===== src/rtl/resv_pkg.sv =====
package resv_pkg;

    localparam int MAX_AW = 64;

    localparam logic [1:0] RES_NONE     = 2'd0;
    localparam logic [1:0] RES_UNCACHED = 2'd2;

    typedef struct packed {
        logic       commit;
        logic [1:0] result;
        logic       set_resv;
        logic       fail;
        logic       clr_cnt;
        logic       snoop;
    } verdict_t;

    function automatic logic same_granule(input logic [MAX_AW-1:0] a,
                                          input logic [MAX_AW-1:0] b,
                                          input int unsigned gbits);
        return (a >> gbits) == (b >> gbits);
    endfunction

endpackage


===== src/rtl/resv_arbiter.sv =====
module resv_arbiter #(
    parameter int NCTX = 4,
    localparam int CW = (NCTX > 1) ? $clog2(NCTX) : 1
) (
    input  logic [NCTX-1:0] valid,
    output logic [NCTX-1:0] grant,
    output logic [CW-1:0]   idx,
    output logic            any
);
    assign grant[0] = valid[0];

    for (genvar i = 1; i < NCTX; i++) begin : g_pri
        assign grant[i] = valid[i] & ~(|valid[i-1:0]);
    end

    assign any = |valid;

    always_comb begin
        idx = '0;
        for (int i = NCTX - 1; i >= 0; i--) begin
            if (valid[i]) idx = CW'(i);
        end
    end
endmodule


===== src/rtl/resv_decide.sv =====
module resv_decide
    import resv_pkg::*;
#(
    parameter int AW = 32,
    parameter int GBITS = 4
) (
    input  logic          valid,
    input  logic          write,
    input  logic          locked,
    input  logic          uncached,
    input  logic [AW-1:0] addr,
    input  logic          own_live,
    input  logic [AW-1:0] own_addr,
    output verdict_t      verdict
);
    logic hit;

    assign hit = same_granule(MAX_AW'(addr), MAX_AW'(own_addr), GBITS);

    always_comb begin
        verdict = '0;
        if (valid) begin
            if (!write) begin
                verdict.commit   = 1'b1;
                verdict.set_resv = locked;
            end else if (!locked) begin
                verdict.commit = 1'b1;
                verdict.snoop  = 1'b1;
            end else if (uncached) begin
                verdict.commit  = 1'b1;
                verdict.result  = RES_UNCACHED;
                verdict.clr_cnt = 1'b1;
                verdict.snoop   = 1'b1;
            end else begin
                verdict.result = {1'b0, own_live};
                if (own_live && hit) begin
                    verdict.commit  = 1'b1;
                    verdict.clr_cnt = 1'b1;
                    verdict.snoop   = 1'b1;
                end else begin
                    verdict.fail = 1'b1;
                end
            end
        end
    end
endmodule


===== src/rtl/resv_slot.sv =====
module resv_slot
    import resv_pkg::*;
#(
    parameter int AW = 32,
    parameter int GBITS = 4,
    parameter int FAIL_PERIOD = 100000,
    localparam int PW = $clog2(FAIL_PERIOD)
) (
    input  logic          clk,
    input  logic          rst,
    input  logic          set_en,
    input  logic [AW-1:0] set_addr,
    input  logic          fail_en,
    input  logic          clr_cnt,
    input  logic          snoop_en,
    input  logic [AW-1:0] snoop_addr,
    output logic          live,
    output logic [AW-1:0] resv_addr,
    output logic          warn_hit
);
    localparam logic [PW-1:0] LAST = PW'(FAIL_PERIOD - 1);

    logic [PW-1:0] phase;
    logic          snoop_hit;

    assign snoop_hit = snoop_en && live &&
                       same_granule(MAX_AW'(snoop_addr), MAX_AW'(resv_addr), GBITS);
    assign warn_hit  = fail_en && (phase == LAST);

    always_ff @(posedge clk) begin
        if (rst) begin
            live      <= 1'b0;
            resv_addr <= '0;
        end else if (set_en) begin
            live      <= 1'b1;
            resv_addr <= set_addr;
        end else if (fail_en || snoop_hit) begin
            live <= 1'b0;
        end
    end

    always_ff @(posedge clk) begin
        if (rst || clr_cnt) begin
            phase <= '0;
        end else if (fail_en) begin
            phase <= (phase == LAST) ? '0 : phase + 1'b1;
        end
    end
endmodule


===== src/rtl/resv_monitor.sv =====
module resv_monitor
    import resv_pkg::*;
#(
    parameter int NCTX = 4,
    parameter int AW = 32,
    parameter int GBITS = 4,
    parameter int FAIL_PERIOD = 100000,
    localparam int CW = (NCTX > 1) ? $clog2(NCTX) : 1
) (
    input  logic              clk,
    input  logic              rst,
    input  logic [NCTX-1:0]   req_valid,
    input  logic [NCTX-1:0]   req_write,
    input  logic [NCTX-1:0]   req_locked,
    input  logic [NCTX-1:0]   req_uncached,
    input  logic [NCTX*AW-1:0] req_addr,
    output logic [NCTX-1:0]   req_grant,
    output logic              rsp_valid,
    output logic [CW-1:0]     rsp_ctx,
    output logic              rsp_commit,
    output logic [1:0]        rsp_result,
    output logic [NCTX-1:0]   rsp_warn
);
    logic [CW-1:0]   sel;
    logic            any;
    logic [AW-1:0]   sel_addr;
    logic [NCTX-1:0] live;
    logic [AW-1:0]   resv_addr [NCTX];
    logic [NCTX-1:0] warn_hit;
    verdict_t        verdict;

    resv_arbiter #(.NCTX(NCTX)) u_arb (
        .valid (req_valid),
        .grant (req_grant),
        .idx   (sel),
        .any   (any)
    );

    assign sel_addr = req_addr[sel*AW +: AW];

    resv_decide #(.AW(AW), .GBITS(GBITS)) u_dec (
        .valid    (any),
        .write    (req_write[sel]),
        .locked   (req_locked[sel]),
        .uncached (req_uncached[sel]),
        .addr     (sel_addr),
        .own_live (live[sel]),
        .own_addr (resv_addr[sel]),
        .verdict  (verdict)
    );

    for (genvar i = 0; i < NCTX; i++) begin : g_slot
        resv_slot #(.AW(AW), .GBITS(GBITS), .FAIL_PERIOD(FAIL_PERIOD)) u_slot (
            .clk        (clk),
            .rst        (rst),
            .set_en     (req_grant[i] & verdict.set_resv),
            .set_addr   (sel_addr),
            .fail_en    (req_grant[i] & verdict.fail),
            .clr_cnt    (req_grant[i] & verdict.clr_cnt),
            .snoop_en   (verdict.snoop),
            .snoop_addr (sel_addr),
            .live       (live[i]),
            .resv_addr  (resv_addr[i]),
            .warn_hit   (warn_hit[i])
        );
    end

    always_ff @(posedge clk) begin
        if (rst) begin
            rsp_valid  <= 1'b0;
            rsp_ctx    <= '0;
            rsp_commit <= 1'b0;
            rsp_result <= RES_NONE;
            rsp_warn   <= '0;
        end else begin
            rsp_valid  <= any;
            rsp_ctx    <= any ? sel : '0;
            rsp_commit <= verdict.commit;
            rsp_result <= verdict.result;
            rsp_warn   <= warn_hit;
        end
    end
endmodule


===== config.mk =====
export PLATFORM = sky130hd
export DESIGN_NAME = resv_monitor
export DESIGN_NICKNAME = d
export VERILOG_FILES = /design/src/rtl/resv_pkg.sv /design/src/rtl/resv_arbiter.sv /design/src/rtl/resv_decide.sv /design/src/rtl/resv_slot.sv /design/src/rtl/resv_monitor.sv
export SDC_FILE = /design/constraint.sdc
export NUM_CORES = 1
export LEC_CHECK = 0
export BUFFER_PORTS_ARGS = -buffer_cell sky130_fd_sc_hd__buf_2
export CAP_MARGIN = 20
export CORE_AREA = 4 4 150 152
export DETAILED_ROUTE_END_ITERATION = 10
export DIE_AREA = 0 0 154 156
export PLACE_DENSITY = 0.76
export SKIP_CTS_REPAIR_TIMING = 1
export SYNTH_ARGS = -nofsm -noshare
export SYNTH_HDL_FRONTEND = slang
export SYNTH_HIERARCHICAL = 1
export SYNTH_SLANG_ARGS = --single-unit

===== constraint.sdc =====
create_clock -name clk -period 4.1 [get_ports clk]
set_input_delay 0.205 -clock clk [delete_from_list [all_inputs] [get_ports clk]]
set_output_delay 0.205 -clock clk [all_outputs]
set_load 0.1 [all_outputs]

# ---- After elaboration in Yosys (flattened, before gate mapping)
# Index checks and enable logic that the tools add are counted.
dict set report word_totals {
  reg_bits 210
  in_bits 146
  word_cells 127
}
dict set report op_classes {
  addsub 4
  order_cmp 2
  n_eq_ne 9
  n_shift 1
  mux 40
  bitwise 22
  reduce_logical 31
}
# cell n
set op_table {}
lappend op_table {{28-bit == test} 5}
lappend op_table {{128-bit by 8-bit variable part select with 32-bit output} 1}
lappend op_table {{17-bit by 1-bit adder with 17-bit output (second input constant)} 4}
lappend op_table {{17-bit == test (second input constant)} 4}
lappend op_table {{17-bit two-way mux} 4}
lappend op_table {{32-bit binary-select mux with 2-bit select} 1}
lappend op_table {{32-bit two-way mux} 2}
lappend op_table {{1-bit two-way mux} 19}
lappend op_table {{1-bit bitwise AND} 15}
lappend op_table {{2-bit two-way mux} 7}
lappend op_table {{1-bit logical AND} 13}
lappend op_table {{1-bit binary-select mux with 2-bit select} 4}
lappend op_table {{1-bit logical OR} 8}
lappend op_table {{2-bit nonzero test} 4}
lappend op_table {{4-bit OR reduction} 2}
lappend op_table {{3-bit two-way mux} 2}
lappend op_table {{1-bit NOT} 6}
lappend op_table {{5-bit OR reduction} 1}
lappend op_table {{4-bit two-way mux} 1}
lappend op_table {{2-bit OR reduction} 2}
lappend op_table {{3-bit >= comparator (second input constant)} 1}
lappend op_table {{2-bit by 3-bit less-than comparator with 1-bit output (second input constant)} 1}
lappend op_table {{2-bit NOT with 3-bit output} 1}
lappend op_table {{3-bit OR reduction} 1}

# ---- Logic depth before layout (Yosys ltp)
dict set report depth {
  word_depth 20
  ltp_mapped 18
  mapped_depth_nobuf 14
}

# ---- Modules after synthesis
# The synthesis kept the hierarchy.
# mod n_inst cells_per_inst area_each_um2 seq_area_each_um2
set by_module_without_submodules {}
lappend by_module_without_submodules {resv_slot 4 233 2252.2 1001.0}
lappend by_module_without_submodules {resv_monitor 1 116 1996.9 200.2}
lappend by_module_without_submodules {resv_decide 1 50 364.1 0.0}
lappend by_module_without_submodules {resv_arbiter 1 10 58.8 0.0}

# ---- Least setup slack after synthesis
# No wires, ideal clock.
dict set report synth_timing {
  path_kind {input-to-reg}
  start {in req_valid[2]}
  end {reg g_slot[3].u_slot.phase[16]}
  setup_time_ns 0.129
  arrival_ns 4.819
  required_ns 3.971
  path_slack_ns -0.848
  path_stages 8
  n_path_buf 1
  path_cell_list {nor4b_1 and2_1 buf_4 nand4_2 nor3_1 nand4_1 xor2_1 nor2_1}
}
dict set report synth_between {
  elab_chain_len 16
}
# item line_no
set synth_rtl {}
lappend synth_rtl {{start: declaration} resv_monitor.sv:12} ;# input logic [NCTX-1:0] req_valid,
lappend synth_rtl {{branches (longest 16 deep; another with 128-bit by 8-bit variable part select with 32-bit output)} n/a}
lappend synth_rtl {{end signal: assignment} resv_slot.sv:46} ;# phase <= (phase == LAST) ? '0 : phase + 1'b1;
lappend synth_rtl {{end: declaration} resv_slot.sv:23} ;# logic [PW-1:0] phase;
# Several ways; the timed one is not identified. The select of a mux whose other input is x is not followed.
# A chain may end at the register's enable or synchronous reset.

==> results_dict.tcl <==
set metrics [dict create \
    drc 0 \
    layout.cells.most_common_list "nor2_1 (205), dfxtp_1 (194), buf_2 (142)" \
    r2r_start "g_slot[3].u_slot/resv_addr[25]$_SDFFE_PP0P_" \
    cts_tree "done" \
    hold_depth 2 \
    clock-sinks 194 \
    status "completed" \
    syn_area_per_cell_um2 10.18 \
    num-fill-cells 1709 \
    die-area_um2 24020 \
    antenna_found_initial 1 \
    drv_slew 0 \
    reg2reg_slack_ns 0.79 \
    min_period_ns 3.696 \
    clock-root-buffer "clkbuf_16" \
    yosysWarnings 6 \
    max_cap_viol_count 0 \
    grt_use_total_pct 21.41 \
    start_util_pct 50.94 \
    layout-drive-gt1-share_pct 27.64 \
    drt-pass1-iter-count 5 \
    cts.path.max_buffers 2 \
    hp-class "input port to register" \
    multi_input_area_um2 6470 \
    core_area_um2 21020 \
    dp_hpwl_mm 18.29 \
    h-tree-depth 4 \
    criticalPathCategory "input port to register" \
    place_area_um2 12090 \
    io_pins 160 \
    grt_first_pass_wirelength_mm 41.92 \
    fin_area_um2 12670 \
    wl_mm 25.76 \
    die_h_um 156 \
    clk_pin_slew_worst_paths_ns 0.07 \
    arrival_ns 4.03 \
    slew_headroom_pct 38.05 \
    numPortBuffers 143 \
    detail_route.vias_per_cell 5.481 \
    regArea_um2 3884 \
    final_common_cell "nor2_1" \
    r2r-end "g_slot[3].u_slot/phase[13]$_SDFFE_PP0P_" \
    clk_latency_ns 0.43 \
    min_from "rst" \
    timing.final.crit_share_pct 90.15 \
    drt-initial-drc-count 536 \
    hold_viol 0 \
    grt_max_degree 89 \
    ant_nets 0 \
    cp.required_ns 4.43 \
    worstSetupStartpointType "input port" \
    max_freq_mhz 270.5 \
    p_leak_nw 4.869 \
    ir_worst_vdd_mv 0.2617 \
    vias 8314 \
    area_growth_syn_to_layout_pct 18.29 \
    syn_inst 1052 \
    synth_nets 1202 \
    tns_ns 0 \
    finClkSkew_ns 0.01142 \
    grt_pass1_vias 8405 \
    crit_fanout 26 \
    power_density_nw_per_um2 342.9 \
    hold-path-endpoint "rsp_warn[1]$_SDFF_PP0_" \
    end_kind "register" \
    reg2reg_depth 11 \
    num_rows 53 \
    finalSetupViolCount 0 \
    netlist_area_um2 10710 \
    worst_pin_slew_ns 0.9293 \
    grt_overflow 0 \
    place_congestion 0.8920 \
    routedWlPerCell_um 16.98 \
    cts_made_buffers 17 \
    final_nets 1378 \
    rsz0062_at_grt "no" \
    die_w_um 154 \
]
==> worst max-delay path by stage <==
stage                  from                                 endpoint  depth (start not counted)  slack (ns)
2_1_floorplan  req_valid[0]  g_slot[2].u_slot/phase[16]$_SDFFE_PP0P_                          8        0.18
3_3_place_gp   req_valid[2]  g_slot[3].u_slot/phase[13]$_SDFFE_PP0P_                         17        0.13
3_5_place_dp   req_valid[2]  g_slot[3].u_slot/phase[13]$_SDFFE_PP0P_                         16       0.008
4_1_cts        req_valid[2]  g_slot[3].u_slot/phase[13]$_SDFFE_PP0P_                         16        0.45
5_1_grt        req_valid[2]  g_slot[3].u_slot/phase[13]$_SDFFE_PP0P_                         16        0.14
6_report       req_valid[2]  g_slot[3].u_slot/phase[13]$_SDFFE_PP0P_                         16        0.40
==> where the power goes <==
group / internal (mW) / switching, mW / total (mW)
Clock: 0.893 / 0.731 / 1.62
Sequential: 1.92 / 0.0313 / 1.95
Combinational: 0.347 / 0.421 / 0.768
Total: 3.16 / 1.18 / 4.34
==> stage by stage <==
step / utilization [%] / cells / setup WS (ns) / hold slack, ns / total power, mW
2_1_floorplan: - / 1052 / 0.1791 / 0.2766 / 2.497
3_3_place_gp: 57.51 / 1484 / 0.1268 / 0.4775 / 2.736
3_5_place_dp: 57.51 / 1484 / 0.008376 / 0.4824 / 2.753
4_1_cts: 60.24 / 1516 / 0.4539 / 0.3649 / 4.370
5_1_grt: 60.25 / 1517 / 0.1425 / 0.3691 / 4.504
6_report: 60.25 / 1517 / 0.4037 / 0.3698 / 4.343
==> state kept, by name, summed over array words and instances (netlist names) <==
name and cells:
rsp_commit 1, g_slot.u_slot/phase 68, rsp_result 2, rsp_valid 1
rsp_warn 4, g_slot.u_slot/resv_addr 112, rsp_ctx 2, g_slot.u_slot/live 4
==> cell type report <==
| type | instances | area share, % |
|---|---|---|
| repair buffers | 214 | 10.67 |
| multi-input cells | 790 | 51.08 |
| well taps | 275 | 2.717 |
| diodes | 1 | 0.01976 |
| clock buffers | 22 | 3.744 |
| flip-flops and latches | 194 | 30.66 |
| inverters | 11 | 0.3260 |
| clock inverters | 10 | 0.7804 |
==> routing by layer <==
layer,vias to the layer above,routed length (um),track usage [%]
met2,240,12660,36.36
met1,4033,11240,27.85
met4,0,537,7.485
li1,4001,-,-
met5,-,0,0
met3,40,1315,3.467
==> critical path, cell delays in order <==
cell,delay [ns]
buf_2,0.12
nand2b_1,0.18
a21oi_4,0.18
buf_12,0.27
buf_12,0.18
mux4_2,0.55
xor2_1,0.29
nor4_1,0.09
a41oi_1,0.37
nor2b_1,0.36
and2_1,0.30
nand4_1,0.17
nor3_2,0.37
nand4_1,0.16
xor2_1,0.16
nor2_1,0.05
No activity file was read; power rests on OpenSTA's default activity.
